===== src/rtl/i2c_ack_pkg.sv =====
package i2c_ack_pkg;

    typedef struct packed {
        logic nack;
        logic fast;
        logic dma_en;
        logic wake_en;
        logic ack_lvl;
        logic hold;
    } ack_st_t;

    typedef struct packed {
        logic dma;
        logic tcf;
        logic iaas;
        logic wake;
    } evt_st_t;

    typedef struct packed {
        logic req;
        logic lost;
    } rsta_st_t;

endpackage


===== src/rtl/ack_ctl.sv =====
module ack_ctl
    import i2c_ack_pkg::*;
#(
    parameter logic RESET_NACK = 1'b0
) (
    input  logic clk,
    input  logic rst_n,
    input  logic wr_ctrl,
    input  logic wr_nack,
    input  logic wr_fast,
    input  logic wr_dma_en,
    input  logic wr_wake_en,
    input  logic byte_start,
    input  logic bits8_done,
    input  logic xfer_tx,
    output logic ack_level,
    output logic scl_hold,
    output logic fast_mode,
    output logic dma_en,
    output logic wake_en,
    output logic nack_bit
);

    ack_st_t st_d, st_q;

    always_comb begin
        st_d = st_q;
        // deferred mode: stored choice takes effect as a byte begins
        if (byte_start && !st_q.fast)
            st_d.ack_lvl = st_q.nack;
        // immediate mode: stretch clock after eighth bit of a received byte
        if (bits8_done && st_q.fast && !xfer_tx)
            st_d.hold = 1'b1;
        if (wr_ctrl) begin
            st_d.nack    = wr_nack;
            st_d.fast    = wr_fast;
            st_d.dma_en  = wr_dma_en;
            st_d.wake_en = wr_wake_en;
            st_d.hold    = 1'b0;
            if (wr_fast)
                st_d.ack_lvl = wr_nack;
        end
    end

    always_ff @(posedge clk or negedge rst_n) begin
        if (!rst_n) begin
            st_q.nack    <= RESET_NACK;
            st_q.fast    <= 1'b0;
            st_q.dma_en  <= 1'b0;
            st_q.wake_en <= 1'b0;
            st_q.ack_lvl <= RESET_NACK;
            st_q.hold    <= 1'b0;
        end else begin
            st_q <= st_d;
        end
    end

    assign ack_level = st_q.ack_lvl;
    assign scl_hold  = st_q.hold;
    assign fast_mode = st_q.fast;
    assign dma_en    = st_q.dma_en;
    assign wake_en   = st_q.wake_en;
    assign nack_bit  = st_q.nack;

endmodule


===== src/rtl/evt_flags.sv =====
module evt_flags
    import i2c_ack_pkg::*;
(
    input  logic clk,
    input  logic rst_n,
    input  logic byte_start,
    input  logic byte_done,
    input  logic xfer_tx,
    input  logic addr_phase,
    input  logic addr_match,
    input  logic gen_call,
    input  logic stop_det,
    input  logic low_power,
    input  logic fast_mode,
    input  logic dma_en,
    input  logic wake_en,
    output logic dma_req,
    output logic tcf,
    output logic iaas,
    output logic wake
);

    evt_st_t st_d, st_q;
    logic    rx_addr, hit_ev, miss_ev, dma_ev;

    always_comb begin
        rx_addr = byte_done && addr_phase && !xfer_tx;
        hit_ev  = rx_addr && (addr_match || gen_call);
        miss_ev = rx_addr && !(addr_match || gen_call);
        if (fast_mode)
            dma_ev = byte_done && xfer_tx;
        else
            dma_ev = byte_done && (xfer_tx || !addr_phase || addr_match || gen_call);

        st_d     = st_q;
        st_d.dma = dma_en && dma_ev && !st_q.dma;

        if (byte_start)
            st_d.tcf = 1'b0;
        if (byte_done)
            st_d.tcf = 1'b1;

        if (hit_ev)
            st_d.iaas = 1'b1;
        else if (stop_det || miss_ev)
            st_d.iaas = 1'b0;

        if (!low_power)
            st_d.wake = 1'b0;
        else if (hit_ev && wake_en)
            st_d.wake = 1'b1;
    end

    always_ff @(posedge clk or negedge rst_n) begin
        if (!rst_n)
            st_q <= '0;
        else
            st_q <= st_d;
    end

    assign dma_req = st_q.dma;
    assign tcf     = st_q.tcf;
    assign iaas    = st_q.iaas;
    assign wake    = st_q.wake;

endmodule


===== src/rtl/rsta_gen.sv =====
module rsta_gen
    import i2c_ack_pkg::*;
(
    input  logic clk,
    input  logic rst_n,
    input  logic wr_ctrl,
    input  logic wr_rsta,
    input  logic is_master,
    input  logic rsta_legal,
    output logic rsta_req,
    output logic arb_lost
);

    rsta_st_t st_d, st_q;
    logic     ask;

    always_comb begin
        ask       = wr_ctrl && wr_rsta && is_master;
        st_d.req  = ask && rsta_legal;
        st_d.lost = ask && !rsta_legal;
    end

    always_ff @(posedge clk or negedge rst_n) begin
        if (!rst_n)
            st_q <= '0;
        else
            st_q <= st_d;
    end

    assign rsta_req = st_q.req;
    assign arb_lost = st_q.lost;

endmodule


===== src/rtl/i2c_rx_ack_ctrl.sv =====
module i2c_rx_ack_ctrl #(
    parameter logic RESET_NACK = 1'b0
) (
    input  logic clk,
    input  logic rst_n,
    input  logic wr_ctrl,
    input  logic wr_nack,
    input  logic wr_fast,
    input  logic wr_dma_en,
    input  logic wr_wake_en,
    input  logic wr_rsta,
    input  logic is_master,
    input  logic rsta_legal,
    input  logic byte_start,
    input  logic bits8_done,
    input  logic byte_done,
    input  logic xfer_tx,
    input  logic addr_phase,
    input  logic addr_match,
    input  logic gen_call,
    input  logic stop_det,
    input  logic low_power,
    output logic ack_level,
    output logic scl_hold,
    output logic dma_req,
    output logic tcf,
    output logic iaas,
    output logic wake,
    output logic rsta_req,
    output logic arb_lost,
    output logic rd_nack,
    output logic rd_rsta
);

    logic fast_mode, dma_en, wake_en;

    ack_ctl #(.RESET_NACK(RESET_NACK)) u_ack (
        .clk        (clk),
        .rst_n      (rst_n),
        .wr_ctrl    (wr_ctrl),
        .wr_nack    (wr_nack),
        .wr_fast    (wr_fast),
        .wr_dma_en  (wr_dma_en),
        .wr_wake_en (wr_wake_en),
        .byte_start (byte_start),
        .bits8_done (bits8_done),
        .xfer_tx    (xfer_tx),
        .ack_level  (ack_level),
        .scl_hold   (scl_hold),
        .fast_mode  (fast_mode),
        .dma_en     (dma_en),
        .wake_en    (wake_en),
        .nack_bit   (rd_nack)
    );

    evt_flags u_evt (
        .clk        (clk),
        .rst_n      (rst_n),
        .byte_start (byte_start),
        .byte_done  (byte_done),
        .xfer_tx    (xfer_tx),
        .addr_phase (addr_phase),
        .addr_match (addr_match),
        .gen_call   (gen_call),
        .stop_det   (stop_det),
        .low_power  (low_power),
        .fast_mode  (fast_mode),
        .dma_en     (dma_en),
        .wake_en    (wake_en),
        .dma_req    (dma_req),
        .tcf        (tcf),
        .iaas       (iaas),
        .wake       (wake)
    );

    rsta_gen u_rsta (
        .clk        (clk),
        .rst_n      (rst_n),
        .wr_ctrl    (wr_ctrl),
        .wr_rsta    (wr_rsta),
        .is_master  (is_master),
        .rsta_legal (rsta_legal),
        .rsta_req   (rsta_req),
        .arb_lost   (arb_lost)
    );

    // the repeated-START bit is write-only
    assign rd_rsta = 1'b0;

endmodule


===== config.mk =====
export PLATFORM = sky130hd
export DESIGN_NAME = i2c_rx_ack_ctrl
export DESIGN_NICKNAME = d
export VERILOG_FILES = /design/src/rtl/i2c_ack_pkg.sv /design/src/rtl/ack_ctl.sv /design/src/rtl/evt_flags.sv /design/src/rtl/rsta_gen.sv /design/src/rtl/i2c_rx_ack_ctrl.sv
export SDC_FILE = /design/constraint.sdc
export NUM_CORES = 1
export LEC_CHECK = 0
export BUFFER_PORTS_ARGS = -buffer_cell sky130_fd_sc_hd__buf_4
export CORE_MARGIN = 8
export CORE_UTILIZATION = 40
export CTS_BUF_LIST = sky130_fd_sc_hd__clkbuf_4
export CTS_CLUSTER_SIZE = 8
export DETAILED_ROUTE_END_ITERATION = 8
export GPL_ROUTABILITY_DRIVEN = 0
export GPL_TIMING_DRIVEN = 0
export HOLD_SLACK_MARGIN = 0.05
export PLACE_DENSITY = 0.81
export REMOVE_ABC_BUFFERS = 1
export SLEW_MARGIN = 20
export SYNTH_ARGS = -nofsm -noshare
export SYNTH_HDL_FRONTEND = slang
export SYNTH_HIERARCHICAL = 1
export SYNTH_SLANG_ARGS = --single-unit

===== constraint.sdc =====
create_clock -name clk -period 0.9 [get_ports clk]
set_input_delay 0 -clock clk [delete_from_list [all_inputs] [get_ports clk]]
set_output_delay 0 -clock clk [all_outputs]
set_load 0.01 [all_outputs]

==> flow_summary_export.csv, run 1 <==
group,metric,value,unit
global_route,grt_pass1_wl,2330,um
sta,hold_viol_final,0,
synthesis,ys_seq_area_share,56.2,%
synthesis,yosys.cell_count.top_type,"dfrtp_1",
synthesis,synth_common_cells,"dfrtp_1, nand2_1, inv_1, mux2_2, nor2_1",
clock_network,cts_buffer_depth,2,
detailed_routing,wl_per_cell,14.1,um
power,ir_drop,0.838,mV
sta,setup_viol,0,
sta,max_clock_freq,1130,MHz
synthesis,synth.cell_area,534,um^2
floorplanning,initial_utilization,42.1,%
floorplanning,die_y,52.5,um
floorplanning,rows,13,
sta,final.min_clock_period,0.885,ns
clock_network,cts_tree,"done",
global_route,grt_use_total,11.2,%
final_layout,drive_gt1_share,45.3,%
sta,fin_crit_sh,98.3,%
synthesis,yosys_warnings,6,
final_layout,multi_input_area,223,um^2
synthesis,syn_area_per_cell,12.7,um^2
final_layout,fin_area,928,um^2
clock_network,cts_made_buffers,3,
detailed_routing,firstDrtPassIters,4,
hold_path,hp-class,"input port to flop",
worst_setup_path,end_kind,"flop",
clock_network,clkSlewWorstSetupHoldPaths,0.07,ns
clock_network,clock_latency,0.27,ns
place,place_area,748,um^2
final_layout,area_delta_synth_final,73.8,%
detailed_routing,vias_per_cell,4.64,
sta,setup_tns,0,ns
synthesis,synthTopCellsByArea,"dfrtp_1, mux2_2, nor4b_4, mux2i_1, nand3b_4",
synthesis,synth_edf_count,0,
final_layout,instances_no_fill,101,
worst_setup_path,regToRegSetupSlack,0.02,ns
detailed_routing,antenna_left,0,
synthesis,synth_top_flop_cell,"dfrtp_1",
worst_setup_path,startpoint_type,"flop",
worst_setup_path,arrival,1.04,ns
worst_setup_path,timing.rr.start,"u_ack/fast_mode",
place,port_buffers,27,
floorplanning,die_w,52.5,um
sta,fin_skew,0.00407,ns
clock_network,post-cts-setup-buffer-count,0,
worst_setup_path,r2r_cells,3,
place,dp_hpwl,1000,um
final_layout,diodes,0,
detailed_routing,route.detailed.drc,0,
synthesis,synthCells,42,
floorplanning,die-area,2760,um^2
power,power_leakage,0.478,nW
place,dpl_worst_slack,0.0112,ns
final_layout,nFillCells,87,
final_layout,nets,107,
synthesis,ys_seq_elements,12,
floorplanning,core-area,1270,um^2
worst_setup_path,cp_max_fo,4,
floorplanning,io_pins,29,
detailed_routing,drtIter0Drc,10,
clock_network,cts-htree-levels,1,
sta,slew_viol_final,0,
power,p_per_area,1300,nW/um^2
clock_network,cts-root-buf,"clkbuf_4",
worst_setup_path,reg2reg_to,"u_ack/ack_level",
global_route,grt_pass1_vias,514,
detailed_routing,vias,469,
synthesis,yosysTopAreaCell,"dfrtp_1",
clock_network,clock-sinks,12,
status,status,"finished clean",
sta,fin_ws,0.0154,ns
sta,holdWs,0.0435,ns
worst_setup_path,crit_end,"u_ack/ack_level",
place,place_inst,83,
synthesis,yosysTopAreaCellShare,56.2,%
synthesis,synthArstFlopShare,100,%
flow_run,cap_violations,0,
worst_setup_path,crit_type,"flop to flop",
synthesis,synthDistinctLibCells,20,
detailed_routing,wirelength,1430,um
worst_setup_path,worstPathRequired,1.06,ns
final_layout,ff_latch_area,300,um^2
global_route,grt_overflow,0,
global_route,grt_antenna_before_repair,0,
global_route,grt_start_max_net_pins,13,
sta,rsz0062_at_grt,"yes",
worst_setup_path,crit_start,"u_ack/fast_mode",
-- sequential cells by signal, summed over array words and instances, names as in the netlist --
register and count:
u_evt/iaas 1, u_evt/dma_req 1, u_evt/tcf 1, u_ack/scl_hold 1
u_ack/dma_en 1, u_ack/ack_level 1, u_evt/wake 1, u_rsta/rsta_req 1
u_ack/nack_bit 1, u_ack/fast_mode 1, u_ack/wake_en 1, u_rsta/arb_lost 1
-- power by group --
| group | internal [mW] | total [mW] | switching [mW] |
|---|---|---|---|
| clock network | 0.155 | 0.317 | 0.162 |
| registers | 0.580 | 0.603 | 0.0235 |
| logic | 0.176 | 0.282 | 0.106 |
| total | 0.911 | 1.20 | 0.292 |
-- worst min-delay path by stage --
stage	from	end	slack (ns)	cells past startpoint
2_1_floorplan	rst_n	u_ack/ack_level	-0.30	0
3_3_place_gp	rst_n	u_evt/tcf	-0.15	1
3_5_place_dp	rst_n	u_evt/tcf	-0.15	1
4_1_cts	xfer_tx	u_ack/scl_hold	0.08	4
5_1_grt	gen_call	u_evt/dma_req	0.07	3
6_report	gen_call	u_evt/dma_req	0.04	3
-- layout make-up --
type	instances	share of cell area (%)
flip-flops and latches	12	32.3
multi-input cells	26	24.0
well taps	15	2.02
clock buffers	3	2.43
repair buffers	42	38.0
inverters	3	1.21
-- cells by family (layout without fill, tap and decap cells) --
group / after synthesis / count (layout) / share of synthesized area [%]
DFF: 12 / 12 / 56.2
buffers and inverters: 4 / 48 / 3.51
AOI/OAI and AO/OA: 5 / 5 / 6.79
and+or+nand+nor: 15 / 15 / 22.7
other: 1 / 1 / 0.702
muxes: 5 / 5 / 10.1
-- worst max-delay path, cell delays in order (launching register included) --
cell and delay [ns]:
dfrtp_1 0.39, nand2b_4 0.14, mux2i_1 0.17, a21oi_1 0.08
-- layer usage --
metal	vias to the layer above	part of all wire [%]	global-route usage, %
met5	-	0	0
met1	213	40	12.2
met4	0	0	5.17
li1	233	-	-
met3	0	9.0	4.55
met2	23	51	18.6
-- stage by stage --
step | utilization [%] | total power [mW]
after floorplan | - | 0.693
final | 73.2 | 1.20
after global placement | 59.0 | 0.831
after CTS | 72.6 | 1.21
after global routing | 73.2 | 1.27
after detailed placement | 59.0 | 0.838
-- layout by cell type (no fill, tap or decap) --
| cell type | Yosys | layout |
|---|---|---|
| and4b_1 | 1 | 1 |
| nand2_1 | 4 | 4 |
| mux2_2 | 3 | 3 |
| mux2i_1 | 2 | 2 |
| nor2_1 | 3 | 3 |
| a21o_1 | 1 | 1 |
| dlygate4sd3_1 | 0 | 15 |
| nor2b_1 | 1 | 1 |
| nor4b_4 | 1 | 1 |
| a31oi_1 | 1 | 1 |
| inv_1 | 3 | 3 |
| buf_4 | 1 | 27 |
| and4_2 | 1 | 1 |
| nand3b_4 | 1 | 1 |
| nor4_2 | 1 | 1 |
| conb_1 | 1 | 1 |
| o21ai_0 | 1 | 1 |
| nand2b_4 | 0 | 1 |
| dfrtp_1 | 12 | 12 |
| a21oi_1 | 1 | 1 |
| clkbuf_4 | 0 | 3 |
| o31ai_2 | 1 | 1 |
| nand2b_1 | 2 | 1 |
-- timing repair --
| action | CTS | global route |
|---|---|---|
| endpoints found under the setup margin | 0 | 2 |
| hold buffers | 15 | 0 |
| gates resized for setup | 0 | 1 |
| endpoints found under the hold margin | 24 | 0 |
(Power assumes the default switching activity.)
==> run 2: changes to the inputs <==
- BUFFER_PORTS_ARGS: -buffer_cell sky130_fd_sc_hd__buf_4 -> not set
- CORE_AREA: not set -> 8 8 45 47
- CORE_MARGIN: 8 -> not set
- CORE_UTILIZATION: 40 -> not set
- DIE_AREA: not set -> 0 0 53 55
- DONT_BUFFER_PORTS: not set -> 1
- PLACE_DENSITY: 0.81 -> 0.61
==> run 2 against run 1 <==
Net effect: design area is 17% lower; die area grew 5.6%; combinational power decreased by 37%; cell count decreased by 22%; worst setup slack better by 0.012 ns; first-iteration DRC count shrank 90%; highest routed layer unchanged.
==> flow_summary_export.csv, run 2 (synthesized netlist as in run 1, its figures left out) <==
group,metric,value,unit
status,status,"finished clean",
global_route,grt_antenna_before_repair,0,
worst_setup_path,startpoint_type,"input port",
place,dpl_worst_slack,0.00787,ns
sta,slew_headroom,64.6,%
worst_setup_path,crit_type,"input port to flop",
global_route,met2_usage,15.6,%
global_route,grtUsageMet1,10.0,%
worst_setup_path,arrival,1.05,ns
final_layout,nFillCells,116,
floorplanning,initial_utilization,38.6,%
floorplanning,die_y,55,um
sta,fin_crit_sh,97.0,%
global_route,grt_overflow,0,
global_route,grt_pass1_wl,2040,um
final_layout,diodes,0,
floorplanning,die_w,53,um
clock_network,clkSlewWorstSetupHoldPaths,0.07,ns
global_route,grt_start_max_net_pins,13,
final_layout,nets,84,
sta,setup_viol,0,
clock_network,cts_buffer_depth,2,
detailed_routing,vias,392,
sta,rsz0062_at_grt,"yes",
sta,slew_viol_final,0,
final_layout,layout_common_cells,"dlygate4sd3_1, dfrtp_1, nand2_1",
hold_path,hp-class,"input port to async pin",
clock_network,clock_latency,0.26,ns
global_route,grt_use_total,9.78,%
sta,fin_skew,0.00140,ns
floorplanning,die-area,2920,um^2
flow_run,cap_violations,0,
detailed_routing,antenna_left,0,
detailed_routing,vias_per_cell,4.96,
floorplanning,core-area,1380,um^2
sta,worst_pin_slew,0.529,ns
detailed_routing,wl_per_cell,16.5,um
floorplanning,io_pins,29,
final_layout,ff_latch_area,300,um^2
final_layout,multi_input_area,223,um^2
final_layout,fin_area,767,um^2
global_route,grt_pass1_vias,423,
clock_network,clock-sinks,12,
detailed_routing,firstDrtPassIters,4,
sta,hold_viol_final,0,
final_layout,drive_gt1_share,20.6,%
place,place_area,547,um^2
detailed_routing,wirelength,1300,um
detailed_routing,route.detailed.drc,0,
power,finalPower,1.11,mW
detailed_routing,drtIter0Drc,1,
clock_network,cts-root-buf,"clkbuf_4",
global_route,grtUsageMet3,4.81,%
sta,max_clock_freq,1150,MHz
power,p_per_area,1450,nW/um^2
sta,final.min_clock_period,0.873,ns
worst_setup_path,cp_max_fo,4,
worst_setup_path,end_kind,"flop",
worst_setup_path,worstPathRequired,1.08,ns
sta,setup_tns,0,ns
sta,holdWs,0.150,ns
clock_network,cts-htree-levels,1,
floorplanning,rows,14,
clock_network,cts_tree,"done",
clock_network,cts_made_buffers,3,
global_route,grt-busiest-layer,"met2",
sta,fin_ws,0.0272,ns
place,port_buffers,0,
final_layout,area_delta_synth_final,43.6,%
power,power_leakage,0.371,nW
power,ir_drop,0.720,mV
final_layout,final_common_cell,"dlygate4sd3_1",
[run 2: cell types whose count changed in the layout (fill, tap and decap cells not counted)]
| cell | before | now |
|---|---|---|
| buf_4 | 27 | 1 |
| dlygate4sd3_1 | 15 | 17 |
| dlymetal6s4s_1 | 0 | 1 |
[run 2: final timing paths]
check / from / end / slack (ns) / cells past startpoint
setup reg to reg: u_ack/fast_mode / u_ack/ack_level / 0.03 / 3
max in group asynchronous: rst_n / u_ack/scl_hold / 0.40 / 1
min in group clk: wr_ctrl / u_ack/scl_hold / 0.17 / 2
hold / removal: rst_n / u_evt/iaas / 0.15 / 1
hold reg to reg: u_ack/dma_en / u_ack/dma_en / 0.52 / 1
setup / recovery: xfer_tx / u_evt/wake / 0.03 / 3
[run 2: layout make-up]
| type | count | share of cell area, % |
|---|---|---|
| flip-flops and latches | 12 | 39.2 |
| repair buffers | 19 | 24.8 |
| well taps | 16 | 2.61 |
| clock buffers | 3 | 2.94 |
| inverters | 3 | 1.47 |
| multi-input cells | 26 | 29.0 |
[run 2: per-stage QoR]
step,utilization [%],cells
floorplan,-,41
global route,55.4,79
global placement,39.5,57
finish,55.4,79
detailed placement,39.5,57
CTS,54.7,79
[run 2: critical path, cell delays in order]
cell	delay (ns)
dlygate4sd3_1	0.63
nand3b_4	0.20
o31ai_2	0.22
[run 2: routing by layer]
| layer | share of wire, % | vias up |
|---|---|---|
| li1 | - | 184 |
| met1 | 36 | 187 |
| met2 | 52 | 21 |
| met3 | 12 | 0 |
| met4 | 0 | 0 |
| met5 | 0 | - |
[run 2: what timing repair did]
| item | CTS | global route |
|---|---|---|
| buffers inserted | 1 | 0 |
| resized for setup | 0 | 2 |
| hold buffers | 18 | 0 |
| pin swaps | 0 | 3 |
| endpoints found under the setup margin | 1 | 6 |
| hold endpoints to repair | 24 | 0 |
[run 2: report_power, final]
part / internal (mW) / leakage [nW] / switching, mW
clock network: 0.154 / 0.0138 / 0.159
registers: 0.580 / 0.151 / 0.0427
logic: 0.108 / 0.206 / 0.0703
